$ cat src/rtl/trap_pkg.sv
package trap_pkg;

   typedef enum logic [1:0] {
      PRV_U   = 2'd0,
      PRV_S   = 2'd1,
      PRV_RSV = 2'd2,
      PRV_M   = 2'd3
   } prv_e;

   typedef enum logic [2:0] {
      DST_NONE,
      DST_SUP,
      DST_MACH,
      DST_DBG_IN,
      DST_DBG_RE
   } dest_e;

   localparam int ST_W    = 7;
   localparam int ST_SIE  = 0;
   localparam int ST_MIE  = 1;
   localparam int ST_SPIE = 2;
   localparam int ST_MPIE = 3;
   localparam int ST_SPP  = 4;
   localparam int ST_MPP0 = 5;
   localparam int ST_MPP1 = 6;

endpackage

$ cat src/rtl/trap_lsb_find.sv
module trap_lsb_find #(
   parameter int W  = 16,
   parameter int IW = 4
) (
   input  logic [W-1:0]  vec,
   output logic          found,
   output logic [IW-1:0] idx
);
   initial assert (W <= (1 << IW));

   always_comb begin
      found = |vec;
      idx   = '0;
      for (int i = W - 1; i >= 0; i--) begin
         if (vec[i]) idx = IW'(i);
      end
   end
endmodule

$ cat src/rtl/trap_irq_pick.sv
module trap_irq_pick
   import trap_pkg::*;
#(
   parameter int NIRQ = 16,
   parameter int IW   = 5
) (
   input  logic [NIRQ-1:0] pend,
   input  logic [NIRQ-1:0] deleg,
   input  logic [1:0]      prv,
   input  logic            mie,
   input  logic            sie,
   input  logic            block,
   output logic            found,
   output logic [IW-1:0]   idx
);
   logic            m_en, s_en;
   logic [NIRQ-1:0] m_set, s_set, win_set;

   always_comb begin
      m_en    = (prv != PRV_M) || mie;
      s_en    = (prv == PRV_U) || ((prv == PRV_S) && sie);
      m_set   = pend & ~deleg & {NIRQ{m_en && !block}};
      s_set   = pend &  deleg & {NIRQ{s_en && !block}};
      win_set = (|m_set) ? m_set : s_set;
   end

   trap_lsb_find #(.W(NIRQ), .IW(IW)) u_find (
      .vec   (win_set),
      .found (found),
      .idx   (idx)
   );
endmodule

$ cat src/rtl/trap_route.sv
module trap_route
   import trap_pkg::*;
#(
   parameter int          XLEN      = 32,
   parameter int          NIRQ      = 16,
   parameter int          NEXC      = 16,
   parameter int          IW        = 5,
   parameter bit          VEC_EN    = 1'b1,
   parameter int          BKPT_CODE = 3,
   parameter logic [63:0] DBG_ENTRY = 64'h800,
   parameter logic [63:0] DBG_EXC   = 64'h808
) (
   input  logic            exc_v,
   input  logic [IW-1:0]   exc_code,
   input  logic            exc_has_addr,
   input  logic [NEXC-1:0] exc_deleg,
   input  logic            irq_found,
   input  logic [IW-1:0]   irq_idx,
   input  logic [NIRQ-1:0] irq_deleg,
   input  logic [1:0]      prv,
   input  logic [ST_W-1:0] st,
   input  logic [XLEN-1:0] mtvec,
   input  logic [XLEN-1:0] stvec,
   input  logic            dbg_act,
   input  logic [3:0]      ebrk_en,
   output dest_e           dest,
   output logic [XLEN-1:0] nxt_pc,
   output logic [1:0]      nxt_prv,
   output logic [XLEN-1:0] nxt_cause,
   output logic [ST_W-1:0] nxt_st,
   output logic            nxt_bad_we
);
   localparam int CODES = 1 << IW;

   logic [CODES-1:0] ed_ext, id_ext;
   logic [IW-1:0]    sel_idx;
   logic             is_bkpt, sel_deleg, low_prv;
   logic [XLEN-1:0]  mbase, voff;

   assign ed_ext  = CODES'(exc_deleg);
   assign id_ext  = CODES'(irq_deleg);
   assign sel_idx = exc_v ? exc_code : irq_idx;
   assign is_bkpt = (exc_code == IW'(BKPT_CODE));
   assign low_prv = (prv == PRV_U) || (prv == PRV_S);
   assign sel_deleg = low_prv && (exc_v ? ed_ext[sel_idx] : id_ext[sel_idx]);
   assign mbase   = {mtvec[XLEN-1:1], 1'b0};

   generate
      if (VEC_EN) begin : g_vec
         assign voff = (mtvec[0] && !exc_v) ? (XLEN'(sel_idx) << 2) : '0;
      end else begin : g_flat
         assign voff = '0;
      end
   endgenerate

   always_comb begin
      dest       = DST_NONE;
      nxt_pc     = '0;
      nxt_prv    = prv;
      nxt_cause  = {~exc_v, {(XLEN-1-IW){1'b0}}, sel_idx};
      nxt_st     = st;
      nxt_bad_we = 1'b0;
      if (dbg_act) begin
         if (exc_v) begin
            dest   = DST_DBG_RE;
            nxt_pc = is_bkpt ? XLEN'(DBG_ENTRY) : XLEN'(DBG_EXC);
         end
      end else if (exc_v && is_bkpt && ebrk_en[prv]) begin
         dest    = DST_DBG_IN;
         nxt_pc  = XLEN'(DBG_ENTRY);
         nxt_prv = PRV_M;
      end else if (exc_v || irq_found) begin
         nxt_bad_we = exc_v && exc_has_addr;
         if (sel_deleg) begin
            dest            = DST_SUP;
            nxt_pc          = stvec;
            nxt_prv         = PRV_S;
            nxt_st[ST_SPIE] = st[ST_SIE];
            nxt_st[ST_SPP]  = prv[0];
            nxt_st[ST_SIE]  = 1'b0;
         end else begin
            dest            = DST_MACH;
            nxt_pc          = mbase + voff;
            nxt_prv         = PRV_M;
            nxt_st[ST_MPIE] = st[ST_MIE];
            nxt_st[ST_MPP1:ST_MPP0] = prv;
            nxt_st[ST_MIE]  = 1'b0;
         end
      end
   end
endmodule

$ cat src/rtl/trap_entry.sv
module trap_entry
   import trap_pkg::*;
#(
   parameter int          XLEN      = 32,
   parameter int          NIRQ      = 16,
   parameter int          NEXC      = 16,
   parameter bit          VEC_EN    = 1'b1,
   parameter int          BKPT_CODE = 3,
   parameter logic [2:0]  DBG_CODE  = 3'd1,
   parameter logic [63:0] RESET_PC  = 64'h100,
   parameter logic [63:0] DBG_ENTRY = 64'h800,
   parameter logic [63:0] DBG_EXC   = 64'h808,
   localparam int         IW        = $clog2(XLEN)
) (
   input  logic            clk,
   input  logic            rst_n,
   input  logic [NIRQ-1:0] irq_pend_i,
   input  logic [NIRQ-1:0] irq_deleg_i,
   input  logic            exc_valid_i,
   input  logic [IW-1:0]   exc_code_i,
   input  logic            exc_has_addr_i,
   input  logic [XLEN-1:0] exc_addr_i,
   input  logic [NEXC-1:0] exc_deleg_i,
   input  logic [XLEN-1:0] cur_pc_i,
   input  logic [1:0]      cur_prv_i,
   input  logic [6:0]      status_i,
   input  logic [XLEN-1:0] mtvec_i,
   input  logic [XLEN-1:0] stvec_i,
   input  logic            dbg_act_i,
   input  logic [3:0]      ebrk_en_i,
   output logic            take_o,
   output logic [XLEN-1:0] pc_o,
   output logic [1:0]      prv_o,
   output logic [6:0]      status_o,
   output logic            m_we_o,
   output logic            s_we_o,
   output logic [XLEN-1:0] cause_o,
   output logic [XLEN-1:0] epc_o,
   output logic            bad_we_o,
   output logic [XLEN-1:0] bad_o,
   output logic            dbg_we_o,
   output logic [2:0]      dbg_cause_o,
   output logic [1:0]      dbg_prv_o
);
   generate
      if (XLEN != 32 && XLEN != 64) begin : g_bad_xlen
         initial $fatal(1, "trap_entry: XLEN must be 32 or 64");
      end
      if (NIRQ < 1 || NIRQ > XLEN - 1) begin : g_bad_nirq
         initial $fatal(1, "trap_entry: NIRQ out of range");
      end
      if (NEXC < 1 || NEXC > XLEN) begin : g_bad_nexc
         initial $fatal(1, "trap_entry: NEXC out of range");
      end
      if (BKPT_CODE < 0 || BKPT_CODE >= XLEN) begin : g_bad_bkpt
         initial $fatal(1, "trap_entry: BKPT_CODE out of range");
      end
   endgenerate

   logic            irq_found;
   logic [IW-1:0]   irq_idx;
   dest_e           dest;
   logic [XLEN-1:0] nxt_pc, nxt_cause;
   logic [1:0]      nxt_prv;
   logic [ST_W-1:0] nxt_st;
   logic            nxt_bad_we;

   trap_irq_pick #(.NIRQ(NIRQ), .IW(IW)) u_pick (
      .pend  (irq_pend_i),
      .deleg (irq_deleg_i),
      .prv   (cur_prv_i),
      .mie   (status_i[ST_MIE]),
      .sie   (status_i[ST_SIE]),
      .block (dbg_act_i),
      .found (irq_found),
      .idx   (irq_idx)
   );

   trap_route #(
      .XLEN(XLEN), .NIRQ(NIRQ), .NEXC(NEXC), .IW(IW), .VEC_EN(VEC_EN),
      .BKPT_CODE(BKPT_CODE), .DBG_ENTRY(DBG_ENTRY), .DBG_EXC(DBG_EXC)
   ) u_route (
      .exc_v        (exc_valid_i),
      .exc_code     (exc_code_i),
      .exc_has_addr (exc_has_addr_i),
      .exc_deleg    (exc_deleg_i),
      .irq_found    (irq_found),
      .irq_idx      (irq_idx),
      .irq_deleg    (irq_deleg_i),
      .prv          (cur_prv_i),
      .st           (status_i),
      .mtvec        (mtvec_i),
      .stvec        (stvec_i),
      .dbg_act      (dbg_act_i),
      .ebrk_en      (ebrk_en_i),
      .dest         (dest),
      .nxt_pc       (nxt_pc),
      .nxt_prv      (nxt_prv),
      .nxt_cause    (nxt_cause),
      .nxt_st       (nxt_st),
      .nxt_bad_we   (nxt_bad_we)
   );

   logic bank_wr;
   assign bank_wr = (dest == DST_SUP) || (dest == DST_MACH);

   always_ff @(posedge clk or negedge rst_n) begin
      if (!rst_n) begin
         take_o      <= 1'b0;
         m_we_o      <= 1'b0;
         s_we_o      <= 1'b0;
         bad_we_o    <= 1'b0;
         dbg_we_o    <= 1'b0;
         pc_o        <= XLEN'(RESET_PC);
         prv_o       <= PRV_M;
         status_o    <= '0;
         cause_o     <= '0;
         epc_o       <= '0;
         bad_o       <= '0;
         dbg_cause_o <= '0;
         dbg_prv_o   <= '0;
      end else begin
         take_o   <= (dest != DST_NONE);
         m_we_o   <= (dest == DST_MACH);
         s_we_o   <= (dest == DST_SUP);
         bad_we_o <= nxt_bad_we;
         dbg_we_o <= (dest == DST_DBG_IN);
         if (dest != DST_NONE) begin
            pc_o  <= nxt_pc;
            prv_o <= nxt_prv;
         end
         if (bank_wr) begin
            status_o <= nxt_st;
            cause_o  <= nxt_cause;
         end
         if (bank_wr || dest == DST_DBG_IN) epc_o <= cur_pc_i;
         if (nxt_bad_we) bad_o <= exc_addr_i;
         if (dest == DST_DBG_IN) begin
            dbg_cause_o <= DBG_CODE;
            dbg_prv_o   <= cur_prv_i;
         end
      end
   end

   // an exception is always accepted on the next edge
   a_r12_exc_taken: assert property (@(posedge clk) disable iff (!rst_n)
      exc_valid_i |=> take_o);
   // nothing pending and no exception means no strobe
   a_r12_idle_quiet: assert property (@(posedge clk) disable iff (!rst_n)
      (!exc_valid_i && irq_pend_i == '0) |=> !take_o);
   // in debug mode only exceptions redirect
   a_r11_dbg_no_irq: assert property (@(posedge clk) disable iff (!rst_n)
      (dbg_act_i && !exc_valid_i) |=> !take_o);
   // debug-mode redirect writes no bank
   a_r11_dbg_no_write: assert property (@(posedge clk) disable iff (!rst_n)
      (dbg_act_i && exc_valid_i) |=> (take_o && !m_we_o && !s_we_o && !dbg_we_o && !bad_we_o));
   // at most one destination per accepted trap
   a_r10_one_dest: assert property (@(posedge clk) disable iff (!rst_n)
      $onehot0({m_we_o, s_we_o, dbg_we_o}));
   // write strobes only with the take strobe
   a_r12_we_with_take: assert property (@(posedge clk) disable iff (!rst_n)
      (m_we_o || s_we_o || dbg_we_o) |-> take_o);
   // supervisor entry lands in S with SIE clear
   a_r7_sup_entry: assert property (@(posedge clk) disable iff (!rst_n)
      s_we_o |-> (prv_o == PRV_S && !status_o[ST_SIE]));
   // machine entry lands in M with MIE clear and an aligned PC
   a_r8_mach_entry: assert property (@(posedge clk) disable iff (!rst_n)
      m_we_o |-> (prv_o == PRV_M && !status_o[ST_MIE] && !pc_o[0]));
   // an address is only recorded for exceptions
   a_r5_addr_exc_only: assert property (@(posedge clk) disable iff (!rst_n)
      bad_we_o |-> ((m_we_o || s_we_o) && !cause_o[XLEN-1]));
endmodule

$ cat config.mk
export PLATFORM = sky130hd
export DESIGN_NAME = trap_entry
export DESIGN_NICKNAME = d
export VERILOG_FILES = /design/src/rtl/trap_pkg.sv /design/src/rtl/trap_lsb_find.sv /design/src/rtl/trap_irq_pick.sv /design/src/rtl/trap_route.sv /design/src/rtl/trap_entry.sv
export SDC_FILE = /design/constraint.sdc
export NUM_CORES = 1
export LEC_CHECK = 0
export BUFFER_PORTS_ARGS = -buffer_cell sky130_fd_sc_hd__buf_2
export CAP_MARGIN = 25
export CORE_UTILIZATION = 44
export DETAILED_ROUTE_END_ITERATION = 8
export MAX_ROUTING_LAYER = met4
export PLACE_DENSITY = 0.82
export SLEW_MARGIN = 0
export SYNTH_ARGS = -nofsm -noshare
export SYNTH_HDL_FRONTEND = slang
export SYNTH_HIERARCHICAL = 1
export SYNTH_SLANG_ARGS = --single-unit
$ cat constraint.sdc
create_clock -name clk -period 0.8 [get_ports clk]
set_input_delay 0.04 -clock clk [delete_from_list [all_inputs] [get_ports clk]]
set_output_delay 0.04 -clock clk [all_outputs]
set_load 0.005 [all_outputs]
## Word-level counts from Yosys, hierarchy flattened

Cells that the tools add are included.

| word-level totals | value |
|---|---|
| bits of input ports | 199 |
| output and inout bits | 147 |
| register bits after elaboration | 119 |

| operators by class | value |
|---|---|
| magnitude comparators | 2 |
| reduce and logical (&&, ||, !) cells | 20 |
| bitwise logic cells | 6 |
| $add $sub $neg | 1 |
| equality and inequality tests | 6 |
| mux-type cells | 53 |

Operator list:

| operator | number |
|---|---|
| 2-to-1 mux 32 bit | 5 |
| 2-to-1 mux 5 bit | 16 |
| bitwise AND 16 bit | 4 |
| adder 32 bit | 1 |
| OR reduction 16 bit | 2 |
| 2-to-1 mux 7 bit | 4 |
| 2-to-1 mux 16 bit | 1 |
| NOT 16 bit | 1 |
| 2-to-1 mux 1 bit | 12 |
| 2-to-1 mux 2 bit | 6 |
| 2-to-1 mux 3 bit | 4 |
| binary-select mux 1 bit (select 5 bit) | 2 |
| logical AND 1 bit | 8 |
| 2-to-1 mux 4 bit | 2 |
| == test 3 x 2 -> 1 bit, second input constant | 2 |
| logical OR 1 bit | 6 |
| < comparator 5 x 6 -> 1 bit, second input constant | 1 |
| == test 5 x 2 -> 1 bit, second input constant | 1 |
| == test 3 x 1 -> 1 bit, second input constant | 1 |
| < comparator 2 x 3 -> 1 bit, second input constant | 1 |
| nonzero test 3 bit | 1 |
| binary-select mux 1 bit (select 2 bit) | 1 |
| == test 2 x 1 -> 1 bit, second input constant | 1 |
| zero test 1 bit | 2 |
| 3 further kinds | 3 |

## Logic depth before layout (Yosys ltp)

Gate-level depths: netlist of run 1.

| depth | value |
|---|---|
| word-level depth | 34 |
| mapped depth | 24 |
| mapped depth without buffers | 19 |

## Modules after synthesis

The synthesis of run 1 kept the hierarchy.

Modules (own cells, without submodules):

| module | area each (µm²) | instances | sequential area each (µm²) | cells an instance |
|---|---|---|---|---|
| trap_entry | 5480.3 | 1 | 3632.2 | 313 |
| trap_route | 1751.7 | 1 | 0.0 | 227 |
| trap_irq_pick | 488.0 | 1 | 0.0 | 62 |
| trap_lsb_find | 187.7 | 1 | 0.0 | 36 |

## Worst setup path before layout of run 1

No wires, ideal clock.

| timing path | value |
|---|---|
| path kind | input-to-reg |
| start point | input irq_pend_i[2] |
| end point | register cause_o[27] (netlist name) |
| required time | 0.675 ns |
| arrival | 4.220 ns |
| slack | -3.546 ns |
| stages on the path | 22 |
| cell sequence | or2b_1 > nand4_1 > or4b_1 > buf_6 > o32ai_1 > a21oi_1 > o311a_1 > o22ai_1 > mux2_4 > buf_6 > mux4_2 > nand2_1 > nand4_1 > a22oi_2 > o21ai_0 > a21oi_1 > buf_6 > xnor2_2 > nor2_2 > buf_6 > buf_12 > mux2_4 |

RTL lines:

| what | RTL line | RTL |
|---|---|---|
| from (decl) | trap_entry.sv:17 | `input logic [NIRQ-1:0] irq_pend_i,` |

==> impl_metrics.json, run 1 <==
{
  "rows": 48,
  "mostFrequentLayoutCells": "325 x buf_2, 225 x buf_4, 142 x dfrtp_1",
  "setup_violations": 290,
  "start_kind": "primary input",
  "cp_max_fo": 20,
  "ys_seq_elements": 145,
  "vias": 8266,
  "clockRootBuffer": "clkbuf_16",
  "min_path_type": "in -> reg",
  "final_common_cell": "buf_2",
  "grt.total_usage_pct": 31.2,
  "antenna_found_initial": 5,
  "firstDrtPassIters": 5,
  "grt_max_degree": 33,
  "die_area_sq_mm": 0.0185,
  "syn_to_final_growth_pct": 77.7,
  "fin_worst_skew_ps": 0,
  "clock_path_buffers": 2,
  "ant_nets": 0,
  "gp_congestion": 0.937,
  "port_buffers": 343,
  "vias_per_cell": 5.32,
  "vdd_ir_drop_max_uv": 1660,
  "end_kind": "flop",
  "route.detailed.drc": 0,
  "htreeDepth": 4,
  "period_minus_slack_ps": 4210,
  "worstSetupPathType": "in -> reg",
  "synth_area_leaders": "dfrtp_1 45%, mux2_2 17%, buf_4 3.3%",
  "ys_warn_count": 6,
  "grt-ovfl-total": 0,
  "report.final.hold_viol_count": 21,
  "slew_viol_final": 0,
  "clkTransAtPathRegs_ps": 70,
  "fin_worst_hold_slack_ps": -43.3,
  "setup_ws_ps": -3410,
  "core_sq_mm": 0.0174,
  "rsz0062_at_grt": "yes",
  "arrival_ps": 4520,
  "yosys.cell_types.count": 62,
  "cts.sinks": 145,
  "die_w_um": 136,
  "p_leak_nw": 7.17,
  "ys_async_sr_fraction_pct": 100,
  "layout.cells.non_filler": 1553,
  "drt_wl_total_mm": 34.7,
  "syn_area_sq_mm": 0.00791,
  "initial_utilization_pct": 45.4,
  "drive_gt1_share_pct": 64.8,
  "fin_crit_sh_pct": 526,
  "power_density_mw_per_mm2": 2100,
  "wl_per_cell_um": 22.4,
  "wl_met1_mm": 12.5,
  "ys_seq_area_share_pct": 45.9,
  "wl_met2_mm": 17.6,
  "grt_pass1_wl_mm": 41.9,
  "first_global_vias": 8033,
  "insertion_delay_ps": 430,
  "io_pins": 346,
  "die_h_um": 136,
  "slew_headroom_pct": 66.2,
  "tightestPinTransition_ps": 503,
  "cts_tree": "built",
  "avgSynthCellArea_sq_um": 12.4,
  "wl_met3_mm": 2.59,
  "p_total_w": 0.0295,
  "highest_layer": "met4",
  "status": "finished, violations left",
  "cts_inserted_buffers": 17,
  "critPathRequiredTime_ps": 1110,
  "max_freq_mhz": 238,
  "post-place-cells": 1348,
  "synth_top_cell_by_area": "dfrtp_1",
  "dp_hpwl_mm": 19.9,
  "violations": "hold timing, setup timing",
  "synth-main-ff-cell": "dfrtp_1",
  "final_nets": 1515,
  "drt_iter0_markers": 514,
  "synth-edff-count": 0,
  "synth_top_area_share_pct": 44.9,
  "drv_cap": 0,
  "cts-hold-fix-buffers": 71,
  "netlist_instances": 638
}
-- per-layer routing --
layer  track usage (%)  vias to the layer above
met1              32.6                     4060
met3              6.79                      145
li1                  -                     3617
met4              16.4                        0
met2              54.7                      444
met5                 -                        -
-- through the flow --
| stage | hold slack (ps) | utilization [%] | area [sq um] | worst slack [ps] | setup TNS, ps |
|---|---|---|---|---|---|
| 5_1_grt | -32.1 | 80.7 | 14100 | -3560 | -453820 |
| 2_1_floorplan | -256 | - | 8250 | -3470 | -400160 |
| 4_1_cts | -51.6 | 73.4 | 12800 | -3270 | -419410 |
| 3_3_place_gp | -51.7 | 64.5 | 11200 | -3850 | -467890 |
| 6_report | -43.3 | 80.7 | 14100 | -3410 | -432940 |
| 3_5_place_dp | -47.7 | 64.5 | 11200 | -4000 | -483170 |
-- synth_stat cells (8+ instances only) --
master,number
a22o_1,25
mux2_4,11
o32ai_2,10
and3_1,10
a21oi_1,8
mux4_2,9
buf_4,35
mux2_1,15
nand3_1,12
xnor2_1,14
dfrtp_1,142
mux2_2,120
nor2_1,19
nand2_1,44
xor2_1,14
nand2b_1,16
inv_1,12
buf_6,9
-- worst paths after layout --
path | start | end | slack, ps | cells past startpoint
min reg2reg | dbg_cause_o[0]$_DFFE_PN0P_ | dbg_cause_o[0]$_DFFE_PN0P_ | 460 | 1
max | irq_pend_i[2] | cause_o[9]$_DFFE_PN0P_ | -3410 | 22
max reg2reg | bad_o[31]$_DFFE_PN0P_ | bad_o[31]$_DFFE_PN0P_ | -170 | 1
max in group asynchronous | rst_n | pc_o[8]$_DFFE_PN1P_ | 220 | 3
min in group asynchronous | rst_n | pc_o[22]$_DFFE_PN0P_ | 60 | 2
min | stvec_i[2] | pc_o[2]$_DFFE_PN0P_ | -40 | 3
-- logic make-up after synthesis --
logic type | synth area share [%]
other cells | 0.142
simple gates | 10.2
xor+xnor | 3.31
mux | 23.9
flops | 45.9
compound gates | 9.11
fa+ha+maj | 1.04
buf+inv | 6.36
-- flip-flops by register name, indices dropped and copies added, names as in the netlist --
name,flops
status_o,7
pc_o,32
bad_we_o,1
bad_o,32
dbg_cause_o,1
s_we_o,1
epc_o,32
dbg_we_o,1
m_we_o,1
prv_o,2
cause_o,32
take_o,1
dbg_prv_o,2
-- cell type report --
cell class,count,area [sq um]
multi-input cells,451,4550
clock buffers,18,439
clock inverters,14,160
flip-flops and latches,145,3630
well taps,225,282
inverters,12,45.0
diodes,5,12.5
repair buffers,683,4930
fillers,942,3370
-- worst max-delay path: stages --
cell and delay, ps:
buf_6 90, or2b_1 180, nand4_1 90, or4b_4 560, buf_8 160, buf_4 140, o32ai_4 230, inv_1 90
a21oi_1 130, o311a_1 180, o22ai_2 100, mux2_4 350, mux4_2 430, nand2_1 90, nand4_1 180, a22oi_2 270
o21ai_2 90, a21oi_2 230, xnor2_2 110, nor2_4 170, buf_12 200, mux2_2 380
-- report_power, final --
| part | internal, W | total (W) | leakage (nW) | switching [W] |
|---|---|---|---|---|
| Combinational | 0.00663 | 0.0110 | 5.12 | 0.00433 |
| Sequential | 0.00901 | 0.0102 | 1.75 | 0.00116 |
| Clock | 0.00455 | 0.00835 | 0.293 | 0.00381 |
| Total | 0.0202 | 0.0295 | 7.17 | 0.00930 |
-- what timing repair did --
item	CTS	global route
gates cloned	3	7
setup buffers	6	81
pin swaps	6	20
endpoints found under the setup margin	290	290
endpoints found under the hold margin	243	28
resized for setup	29	121
Power figures use the tool's default switching activity.
==> run 2: changes to the inputs <==
--- a/config.mk
+++ b/config.mk
@@ -10,7 +10,7 @@
 export CORE_UTILIZATION = 44
 export DETAILED_ROUTE_END_ITERATION = 8
 export MAX_ROUTING_LAYER = met4
-export PLACE_DENSITY = 0.82
+export PLACE_DENSITY = 0.78
 export SLEW_MARGIN = 0
 export SYNTH_ARGS = -nofsm -noshare
 export SYNTH_HDL_FRONTEND = slang
==> impl_metrics.json, run 2 (synthesized netlist as in run 1, its figures left out) <==
{
  "worst_hold_path.num_cells": 3,
  "setup_tns_ps": -423520,
  "switchingPower_w": 0.00843,
  "route.detailed.drc": 0,
  "worstSetupPathType": "in -> reg",
  "drv_cap": 0,
  "p_leak_nw": 6.74,
  "mostFrequentLayoutCells": "329 x buf_2, 142 x dfrtp_1, 142 x buf_4",
  "grt-ovfl-total": 0,
  "startpoint": "irq_deleg_i[4]",
  "place_area_sq_mm": 0.0111,
  "drt_wl_total_mm": 30.4,
  "port_buffers": 343,
  "vias_per_cell": 5.21,
  "io_pins": 346,
  "cp_max_fo": 7,
  "reg2reg_depth": 1,
  "swShare_pct": 30.6,
  "syn_to_final_growth_pct": 70.6,
  "final_common_cell": "buf_2",
  "wl_per_cell_um": 20.5,
  "grt_max_degree": 28,
  "status": "finished, violations left",
  "period_minus_slack_ps": 4160,
  "violations": "hold timing, setup timing",
  "core_sq_mm": 0.0174,
  "arrival_ps": 4460,
  "p_int_w": 0.0191,
  "setup_ws_ps": -3360,
  "ant_nets": 0,
  "fill_cells": 1092,
  "worstHoldStart": "stvec_i[23]",
  "fin_worst_hold_slack_ps": -32.4,
  "end_kind": "flop",
  "drt_iter0_markers": 307,
  "dp_hpwl_mm": 19.0,
  "utilization_pct": 77.5,
  "slew_viol_final": 0,
  "gp_congestion": 0.911,
  "p_seq_share_pct": 36.8,
  "layout.cells.non_filler": 1480,
  "clockRootBuffer": "clkbuf_16",
  "power_density_mw_per_mm2": 2040,
  "htreeDepth": 4,
  "final_nets": 1439,
  "initial_utilization_pct": 45.4,
  "cts_inserted_buffers": 17,
  "pwr-share-clk_pct": 27.5,
  "rsz0062_at_grt": "yes",
  "rows": 48,
  "die_h_um": 136,
  "first_global_vias": 7947,
  "place_ws_ps": -3950,
  "min_path_type": "in -> reg",
  "vias": 7709,
  "cts_tree": "built",
  "max_freq_mhz": 240,
  "grt.total_usage_pct": 32.1,
  "die_area_sq_mm": 0.0185,
  "cts.sinks": 145,
  "post-place-cells": 1323,
  "fin_crit_sh_pct": 520,
  "grt_pass1_wl_mm": 43.1,
  "vdd_ir_drop_max_uv": 1590,
  "cts-hold-fix-buffers": 71,
  "clkTransAtPathRegs_ps": 60,
  "drive_gt1_share_pct": 62.5,
  "insertion_delay_ps": 420,
  "firstDrtPassIters": 6,
  "die_w_um": 136,
  "antenna_found_initial": 6,
  "start_kind": "primary input",
  "r2r-start": "bad_o[16]$_DFFE_PN0P_",
  "p_comb_share_pct": 35.8,
  "design_area_sq_mm": 0.0135,
  "clock_path_buffers": 2,
  "fin_worst_skew_ps": 0,
  "critPathRequiredTime_ps": 1100,
  "setup_violations": 290,
  "report.final.hold_viol_count": 26
}
run 2: cell count changes in the layout (fill, tap and decap cells not counted), moves of 4 or more:
cell    change
buf_4      -83
mux2_4      -8
mux2_2      +7
buf_16      +5
buf_2       +4
buf_6       -4
run 2: cell type report:
type | instances | area, sq um | area share [%]
repair buffers | 608 | 4490 | 33.3
multi-input cells | 450 | 4470 | 33.1
flip-flops and latches | 145 | 3630 | 26.9
clock buffers | 18 | 439 | 3.26
well taps | 225 | 282 | 2.09
clock inverters | 14 | 116 | 0.863
inverters | 12 | 45.0 | 0.334
diodes | 8 | 20.0 | 0.148
run 2: power by group through the flow:
stage          clock (W)  sequential (W)  combinational [W]
2_1_floorplan          0          0.0101            0.00367
3_3_place_gp           0         0.00990            0.00744
3_5_place_dp           0         0.00999            0.00762
4_1_cts          0.00762         0.00992            0.00906
5_1_grt          0.00793          0.0103             0.0104
6_report         0.00756          0.0101            0.00986
run 2: per-layer routing:
layer | track usage [%] | share of wire, %
met5 | - | 0
met4 | 14.3 | 3.7
met3 | 7.23 | 5.6
met2 | 56.5 | 53
met1 | 34.2 | 38
run 2: stage by stage:
stage / hold slack [ps] / total power, W
CTS: -45.8 / 0.0266
detailed placement: -57.4 / 0.0176
finish: -32.4 / 0.0275
floorplan: -256 / 0.0137
global route: -38.2 / 0.0286
global placement: -55.9 / 0.0173
run 2: final timing paths:
check	endpoint	slack, ps
max	cause_o[31]$_DFFE_PN0P_	-3360
max reg2reg	bad_o[16]$_DFFE_PN0P_	-20
min	pc_o[23]$_DFFE_PN0P_	-30
min in group asynchronous	epc_o[16]$_DFFE_PN0P_	80
min reg2reg	epc_o[14]$_DFFE_PN0P_	500
max in group asynchronous	cause_o[14]$_DFFE_PN0P_	190
run 2: what timing repair did:
item | in CTS | in global routing
pin swaps | 15 | 15
setup endpoints to repair | 290 | 290
resized for setup | 86 | 58
endpoints found under the hold margin | 244 | 21
buffers inserted | 23 | 14
cloned | 9 | 5
run 2: worst max-delay path, cell delays in order:
cell	delay [ps]
buf_2	80
nand2b_1	140
nand4_1	200
or3_4	430
buf_12	160
o32ai_4	290
a21oi_2	50
o311a_1	340
o22ai_2	200
mux2_4	260
mux4_2	520
nand2_2	100
nand4_1	190
a22oi_2	250
o21ai_2	80
a21oi_2	210
xnor2_2	160
nor2_4	70
buf_6	120
buf_6	120
buf_12	130
mux2_4	300
